## src/rtl/rgbfmt_pkg.sv

```systemverilog
package rgbfmt_pkg;

  localparam int          CTRL_W = 17;
  localparam logic [31:0] IDENT  = 32'h0064_7069;

  // line index inside the three-line control group
  localparam int LN_DE = 0;
  localparam int LN_VS = 1;
  localparam int LN_HS = 2;
  localparam int N_LN  = 3;

  typedef enum logic [1:0] {
    ORD_RGB = 2'd0,
    ORD_BGR = 2'd1,
    ORD_GRB = 2'd2,
    ORD_BRG = 2'd3
  } order_e;

  typedef enum logic [2:0] {
    PK_BLANK     = 3'd0,
    PK_565_LOW   = 3'd1,
    PK_565_GAPA  = 3'd2,
    PK_565_GAPB  = 3'd3,
    PK_666_LOW   = 3'd4,
    PK_666_GAP   = 3'd5,
    PK_888       = 3'd6,
    PK_SPARE     = 3'd7
  } pack_e;

  // bit order of the control word is decoded by software; keep it fixed
  typedef struct packed {
    logic           de_follow;   // 16
    order_e         order;       // 15:14
    pack_e          pack;        // 13:11
    logic           clk_inv;     // 10
    logic [N_LN-1:0] inv;        // 9:7  (hs, vs, de)
    logic [N_LN-1:0] late;       // 6:4
    logic [N_LN-1:0] off;        // 3:1
    logic           run;         // 0
  } ctrl_t;

endpackage

```

## src/rtl/rgbfmt_regs.sv

```systemverilog
module rgbfmt_regs
  import rgbfmt_pkg::*;
#(
  parameter int ADDR_W = 4
) (
  input  logic              clk,
  input  logic              rst,
  input  logic              wr,
  input  logic [ADDR_W-1:0] addr,
  input  logic [CTRL_W-1:0] wdata,
  output logic [31:0]       rdata,
  output ctrl_t             ctrl,
  output logic              restart
);

  ctrl_t ctrl_q;
  logic  run_d;

  always_ff @(posedge clk) begin
    if (rst) begin
      ctrl_q <= '0;
      run_d  <= 1'b0;
      rdata  <= '0;
    end else begin
      if (wr && addr == '0)
        ctrl_q <= ctrl_t'(wdata);
      run_d <= ctrl_q.run;
      if (addr == '0)
        rdata <= {{(32-CTRL_W){1'b0}}, ctrl_q};
      else
        rdata <= IDENT;
    end
  end

  assign ctrl    = ctrl_q;
  assign restart = ctrl_q.run & ~run_d;

  // a write to offset 0 is visible in the control word on the next cycle
  a_r2_ctrl_load: assert property (@(posedge clk) disable iff (rst)
    (wr && addr == '0) |=> (ctrl_q == ctrl_t'($past(wdata))));

  // any nonzero offset reads the identification constant
  a_r2_ident_read: assert property (@(posedge clk) disable iff (rst)
    (addr != '0) |=> (rdata == IDENT));

  // the restart flush lasts exactly one cycle
  a_r7_restart_single: assert property (@(posedge clk) disable iff (rst)
    restart |=> !restart);

endmodule

```

## src/rtl/rgbfmt_pixpath.sv

```systemverilog
module rgbfmt_pixpath
  import rgbfmt_pkg::*;
#(
  parameter int CH_W = 8
) (
  input  logic              clk,
  input  logic              rst,
  input  logic              clr,
  input  order_e            order,
  input  pack_e             pack,
  input  logic [3*CH_W-1:0] pix,
  output logic [3*CH_W-1:0] data
);

  localparam int BUS_W = 3 * CH_W;
  localparam int PK_W  = 24;

  logic [CH_W-1:0] red, grn, blu;
  logic [CH_W-1:0] s1, s2, s3;
  logic [4:0]      s1_5, s3_5;
  logic [5:0]      s1_6, s2_6, s3_6;
  logic [PK_W-1:0] packed_v;
  logic [BUS_W-1:0] data_q;

  assign red = pix[3*CH_W-1 -: CH_W];
  assign grn = pix[2*CH_W-1 -: CH_W];
  assign blu = pix[CH_W-1   -: CH_W];

  // channel shuffle
  always_comb begin
    unique case (order)
      ORD_BGR: begin s1 = blu; s2 = grn; s3 = red; end
      ORD_GRB: begin s1 = grn; s2 = red; s3 = blu; end
      ORD_BRG: begin s1 = blu; s2 = red; s3 = grn; end
      default: begin s1 = red; s2 = grn; s3 = blu; end
    endcase
  end

  // colour reduction keeps the top bits of each channel
  assign s1_5 = s1[CH_W-1 -: 5];
  assign s3_5 = s3[CH_W-1 -: 5];
  assign s1_6 = s1[CH_W-1 -: 6];
  assign s2_6 = s2[CH_W-1 -: 6];
  assign s3_6 = s3[CH_W-1 -: 6];

  // bus layouts
  always_comb begin
    unique case (pack)
      PK_565_LOW:  packed_v = {8'b0, s1_5, s2_6, s3_5};
      PK_565_GAPA: packed_v = {3'b0, s1_5, 2'b0, s2_6, 3'b0, s3_5};
      PK_565_GAPB: packed_v = {2'b0, s1_5, 3'b0, s2_6, 2'b0, s3_5, 1'b0};
      PK_666_LOW:  packed_v = {6'b0, s1_6, s2_6, s3_6};
      PK_666_GAP:  packed_v = {2'b0, s1_6, 2'b0, s2_6, 2'b0, s3_6};
      PK_888:      packed_v = {s1[CH_W-1 -: 8], s2[CH_W-1 -: 8], s3[CH_W-1 -: 8]};
      default:     packed_v = '0;
    endcase
  end

  always_ff @(posedge clk) begin
    if (rst || clr)
      data_q <= '0;
    else
      data_q <= BUS_W'(packed_v);
  end

  assign data = data_q;

  // an idle or flush cycle leaves the bus at zero
  a_r6_bus_cleared: assert property (@(posedge clk) disable iff (rst)
    clr |=> (data_q == '0));

endmodule

```

## src/rtl/rgbfmt_sigline.sv

```systemverilog
module rgbfmt_sigline (
  input  logic clk,
  input  logic rst,
  input  logic clr,
  input  logic src,
  input  logic inv,
  input  logic late,
  input  logic off,
  output logic line
);

  logic rise_q;
  logic fall_q;

  always_ff @(posedge clk) begin
    if (rst)
      rise_q <= 1'b0;
    else if (clr)
      rise_q <= inv;
    else
      rise_q <= (src & ~off) ^ inv;
  end

  // half-cycle retimed copy for falling-edge launch
  always_ff @(negedge clk) begin
    fall_q <= rise_q;
  end

  assign line = late ? fall_q : rise_q;

  // idle or flush drives the inactive level
  a_r6_line_idle: assert property (@(posedge clk) disable iff (rst)
    clr |=> (rise_q == $past(inv)));

  // a forced-off line sits at its inactive level
  a_r10_line_off: assert property (@(posedge clk) disable iff (rst)
    (!clr && off) |=> (rise_q == $past(inv)));

endmodule

```

## src/rtl/rgb_out_fmt.sv

```systemverilog
module rgb_out_fmt
  import rgbfmt_pkg::*;
#(
  parameter int CH_W   = 8,
  parameter int ADDR_W = 4
) (
  input  logic              clk,
  input  logic              rst,
  input  logic              reg_wr,
  input  logic [ADDR_W-1:0] reg_addr,
  input  logic [31:0]       reg_wdata,
  output logic [31:0]       reg_rdata,
  input  logic [3*CH_W-1:0] pix_rgb,
  input  logic              pix_hs,
  input  logic              pix_vs,
  input  logic              pix_de,
  output logic [3*CH_W-1:0] out_data,
  output logic              out_hs,
  output logic              out_vs,
  output logic              out_de,
  output logic              out_pclk
);

  ctrl_t           ctrl;
  logic            restart;
  logic            clr;
  logic [N_LN-1:0] src;
  logic [N_LN-1:0] lines;
  logic            unused_wdata;

  assign unused_wdata = ^reg_wdata[31:CTRL_W];

  rgbfmt_regs #(.ADDR_W(ADDR_W)) u_regs (
    .clk     (clk),
    .rst     (rst),
    .wr      (reg_wr),
    .addr    (reg_addr),
    .wdata   (reg_wdata[CTRL_W-1:0]),
    .rdata   (reg_rdata),
    .ctrl    (ctrl),
    .restart (restart)
  );

  assign clr = ~ctrl.run | restart;

  rgbfmt_pixpath #(.CH_W(CH_W)) u_pix (
    .clk   (clk),
    .rst   (rst),
    .clr   (clr),
    .order (ctrl.order),
    .pack  (ctrl.pack),
    .pix   (pix_rgb),
    .data  (out_data)
  );

  assign src[LN_HS] = pix_hs;
  assign src[LN_VS] = pix_vs;
  assign src[LN_DE] = ctrl.de_follow ? pix_de : 1'b1;

  for (genvar i = 0; i < N_LN; i++) begin : g_line
    rgbfmt_sigline u_line (
      .clk  (clk),
      .rst  (rst),
      .clr  (clr),
      .src  (src[i]),
      .inv  (ctrl.inv[i]),
      .late (ctrl.late[i]),
      .off  (ctrl.off[i]),
      .line (lines[i])
    );
  end

  assign out_hs = lines[LN_HS];
  assign out_vs = lines[LN_VS];
  assign out_de = lines[LN_DE];

  // forwarded clock, gated by the run bit, optional inversion
  assign out_pclk = (clk & ctrl.run) ^ ctrl.clk_inv;

  // with run low the forwarded clock is a constant at its invert level
  a_r8_pclk_parked: assert property (@(posedge clk) disable iff (rst)
    (!ctrl.run) |-> (out_pclk == ctrl.clk_inv));

endmodule

```

## config.mk

```make
export PLATFORM = sky130hd
export DESIGN_NAME = rgb_out_fmt
export DESIGN_NICKNAME = d
export VERILOG_FILES = /design/src/rtl/rgbfmt_pkg.sv /design/src/rtl/rgbfmt_regs.sv /design/src/rtl/rgbfmt_pixpath.sv /design/src/rtl/rgbfmt_sigline.sv /design/src/rtl/rgb_out_fmt.sv
export SDC_FILE = /design/constraint.sdc
export NUM_CORES = 1
export LEC_CHECK = 0
export CELL_PAD_IN_SITES_DETAIL_PLACEMENT = 0
export CELL_PAD_IN_SITES_GLOBAL_PLACEMENT = 1
export CORE_MARGIN = 4
export CORE_UTILIZATION = 34
export DETAILED_ROUTE_END_ITERATION = 10
export PLACE_DENSITY = 0.93
export SYNTH_ARGS = -nofsm -noshare
export SYNTH_HDL_FRONTEND = slang
export SYNTH_HIERARCHICAL = 1
export SYNTH_SLANG_ARGS = --single-unit
```

## constraint.sdc

```tcl
create_clock -name clk -period 3.1 [get_ports clk]
set_clock_uncertainty 0.05 [all_clocks]
set_input_delay 0.62 -clock clk [delete_from_list [all_inputs] [get_ports clk]]
set_output_delay 0.62 -clock clk [all_outputs]
set_load 0.01 [all_outputs]
```

==> flow_metrics.env, run 1 <==
export IMPL_antenna_found_initial=0
export IMPL_grt_pass1_vias=3112
export IMPL_stdcell_count=588
export IMPL_hold_buffers=0
export IMPL_cp_startpoint="g_line[0].u_line/fall_q$_DFF_N_"
export IMPL_drcViolationCount=0
export IMPL_synthDistinctLibCells=57
export IMPL_ant_nets=0
export IMPL_synth_warnings=6
export IMPL_synth_enable_flop_cells=0
export IMPL_io_buffers=98
export IMPL_finalHoldViolCount=0
export IMPL_finalWorstSetupSlack_ns=-0.286
export IMPL_dieWidth_um=109
export IMPL_r2r_start="u_regs/ctrl[0]$_SDFFE_PP0P_"
export IMPL_dr_total_vias=3072
export IMPL_failed_checks="negative setup slack"
export IMPL_crit_type="flip-flop to output port"
export IMPL_cts_tree="done"
export IMPL_postLayoutCellArea_mm2=0.00474
export IMPL_tns_ns=-0.849
export IMPL_core_area_mm2=0.00982
export IMPL_synth_top_area_share_pct=38.3
export IMPL_final_cell_mix="clkdlybuf4s50_1, dfxtp_1, nand2b_1"
export IMPL_path_max_fanout=1
export IMPL_maxCapViolCount=0
export IMPL_dp_cells=569
export IMPL_setup_violations=3
export IMPL_p_per_area_mw_per_mm2=426
export IMPL_slew_violations=0
export IMPL_rsz0062_at_grt="yes"
export IMPL_syn_inst=356
export IMPL_row_count=36
export IMPL_synth_seq_area_share_pct=38.3
export IMPL_place_area_mm2=0.00446
export IMPL_ios=126
export IMPL_seqPwrFrac_pct=43.0
export IMPL_p_switching_uw=479
export IMPL_drtPass1Iterations=5
export IMPL_avgSynthCellArea_um2=9.70
export IMPL_hold_ws_ns=0.436
export IMPL_grt_max_degree=43
export IMPL_gp_congestion=0.934
export IMPL_synth_area_leader_cell="dfxtp_1"
export IMPL_worst_pin_slew_ns=0.849
export IMPL_utilization_pct=48.3
export IMPL_postCtsSetupBuffers=0
export IMPL_area_growth_pct=37.3
export IMPL_intPower_mw=1.54
export IMPL_path_clk_slew_ns=0.08
export IMPL_wl_per_cell_um=16.9
export IMPL_p_leak_nw=1.74
export IMPL_synthFlopType="dfxtp_1"
export IMPL_overflow=0
export IMPL_num_antenna_cells=0
export IMPL_status="finished, violations left"
export IMPL_synth_seq_cells=66
export IMPL_async_flop_share_pct=0
export IMPL_dr_first_iter_drc_count=117
export IMPL_nets=516
export IMPL_combPwrFrac_pct=10.8
export IMPL_vias_per_cell=5.22
export IMPL_ys_top_cells_by_area="dfxtp_1, mux2i_1, nand4b_1"
export IMPL_pre_cts_slack_ns=-0.128
export IMPL_p_sw_share_pct=23.8
export IMPL_layout_drive_gt1_share_pct=14.1
export IMPL_post_dp_hpwl_um=7280
export IMPL_cp_end_kind="output port"
export IMPL_initial_utilization_pct=35.2
export IMPL_final_common_cell="clkdlybuf4s50_1"
export IMPL_cts_resized_gates=19
export IMPL_die_area_mm2=0.0118
export IMPL_die_height_um=109
export IMPL_reg2reg_depth=6
export IMPL_ir_drop_mv=0.254
export IMPL_crit_reg2reg_capture="u_pix/data[19]$_SDFF_PP0_"
export IMPL_endpoint="out_de"
export IMPL_syn_area_mm2=0.00345
export IMPL_routed_wl_um=9950
export IMPL_clockPowerShare_pct=46.2
export IMPL_cp_data_required_time_ns=2.43
export IMPL_relSlewSlack_pct=43.3
export IMPL_rrSetupSlack_ns=0.60
export IMPL_worst_ep_arrival_time_ns=2.72
export IMPL_grt_first_pass_wirelength_um=15600
export IMPL_total_power_mw=2.02
export IMPL_clkLatencyLatePin_ns=0.45
export IMPL_critPathLaunchType="flip-flop"
export IMPL_grt_usage_pct=17.2
export IMPL_hold_class="flip-flop to flip-flop"
## synthesized netlist by cell type (3+ instances only)
| cell | number |
|---|---|
| a211oi_1 | 5 |
| a21o_1 | 3 |
| a21oi_1 | 8 |
| a22o_1 | 5 |
| and2_1 | 11 |
| buf_2 | 7 |
| buf_4 | 17 |
| buf_6 | 3 |
| clkbuf_1 | 10 |
| dfxtp_1 | 66 |
| inv_1 | 7 |
| mux2_2 | 6 |
| mux2_4 | 7 |
| mux2i_1 | 17 |
| mux2i_2 | 3 |
| mux4_2 | 4 |
| nand2_1 | 18 |
| nand2b_1 | 22 |
| nand3_1 | 5 |
| nand4b_1 | 17 |
| nor2_1 | 17 |
| nor2b_1 | 9 |
| nor3b_2 | 3 |
| o21a_1 | 4 |
| o21ai_0 | 17 |
| o21ai_1 | 10 |
| o221ai_1 | 5 |
| o22ai_1 | 13 |
## worst min-delay path by stage
| stage | end | slack [ns] | cells after the start | from |
|---|---|---|---|---|
| finish | u_regs/ctrl[1]$_SDFFE_PP0P_ | 0.44 | 2 | u_regs/ctrl[1]$_SDFFE_PP0P_ |
| global route | u_regs/ctrl[16]$_SDFFE_PP0P_ | 0.47 | 2 | u_regs/ctrl[16]$_SDFFE_PP0P_ |
| CTS | u_regs/ctrl[16]$_SDFFE_PP0P_ | 0.44 | 2 | u_regs/ctrl[16]$_SDFFE_PP0P_ |
| detailed placement | u_regs/ctrl[16]$_SDFFE_PP0P_ | 0.43 | 2 | u_regs/ctrl[16]$_SDFFE_PP0P_ |
| global placement | u_regs/ctrl[16]$_SDFFE_PP0P_ | 0.42 | 2 | u_regs/ctrl[16]$_SDFFE_PP0P_ |
| floorplan | u_regs/rdata[13]$_SDFF_PP0_ | 0.39 | 2 | u_regs/ctrl[13]$_SDFFE_PP0P_ |
## cell families after synthesis
family / synth area share (%)
AOI/OAI and AO/OA: 17.2
xor gates and xnor gates: 0.254
buffers and inverters: 8.30
DFF: 38.3
muxes: 15.8
other: 0.109
and+or+nand+nor: 20.0
## worst max-delay path: stages (launching register included)
cell	delay, ns
dfxtp_1	0.28
mux2_4	0.26
buf_6	0.12
## area by class of cell
class,instances,area [um^2]
fillers,955,5080
clock inverters,9,97.6
multi-input cells,253,1900
flip-flops and latches,66,1320
clock buffers,14,188
repair buffers,106,1040
well taps,133,166
inverters,7,26.3
## state kept, by name (all words and copies together), names as in the netlist
signal / cells
g_line.u_line/fall_q: 3
g_line.u_line/rise_q: 3
u_regs/run_d: 1
u_regs/rdata: 18
u_regs/ctrl: 17
u_pix/data: 24
## layer usage
metal | up-vias | GRT usage, % | routed length (um)
li1 | 1455 | - | -
met1 | 1431 | 19.6 | 3870
met2 | 164 | 28.4 | 4840
met3 | 22 | 6.93 | 956
met4 | 0 | 7.75 | 282
met5 | - | 0 | 0
## power groups by stage
stage	Combinational, mW	Sequential [mW]	Clock [mW]
after floorplan	0.112	0.886	0.0129
after global placement	0.213	0.886	0.0137
after detailed placement	0.215	0.887	0.0137
after CTS	0.217	0.867	0.963
after global routing	0.234	0.868	1.00
final	0.219	0.867	0.933
Power figures use the tool's default switching activity.
==> run 2: changes to the inputs <==
--- a/config.mk
+++ b/config.mk
@@ -11,6 +11,7 @@
 export CORE_UTILIZATION = 34
 export DETAILED_ROUTE_END_ITERATION = 10
 export PLACE_DENSITY = 0.93
+export SLEW_MARGIN = 20
 export SYNTH_ARGS = -nofsm -noshare
 export SYNTH_HDL_FRONTEND = slang
 export SYNTH_HIERARCHICAL = 1
==> results of run 2 <==
Final layout, timing and power as in run 1 (identical DEF).
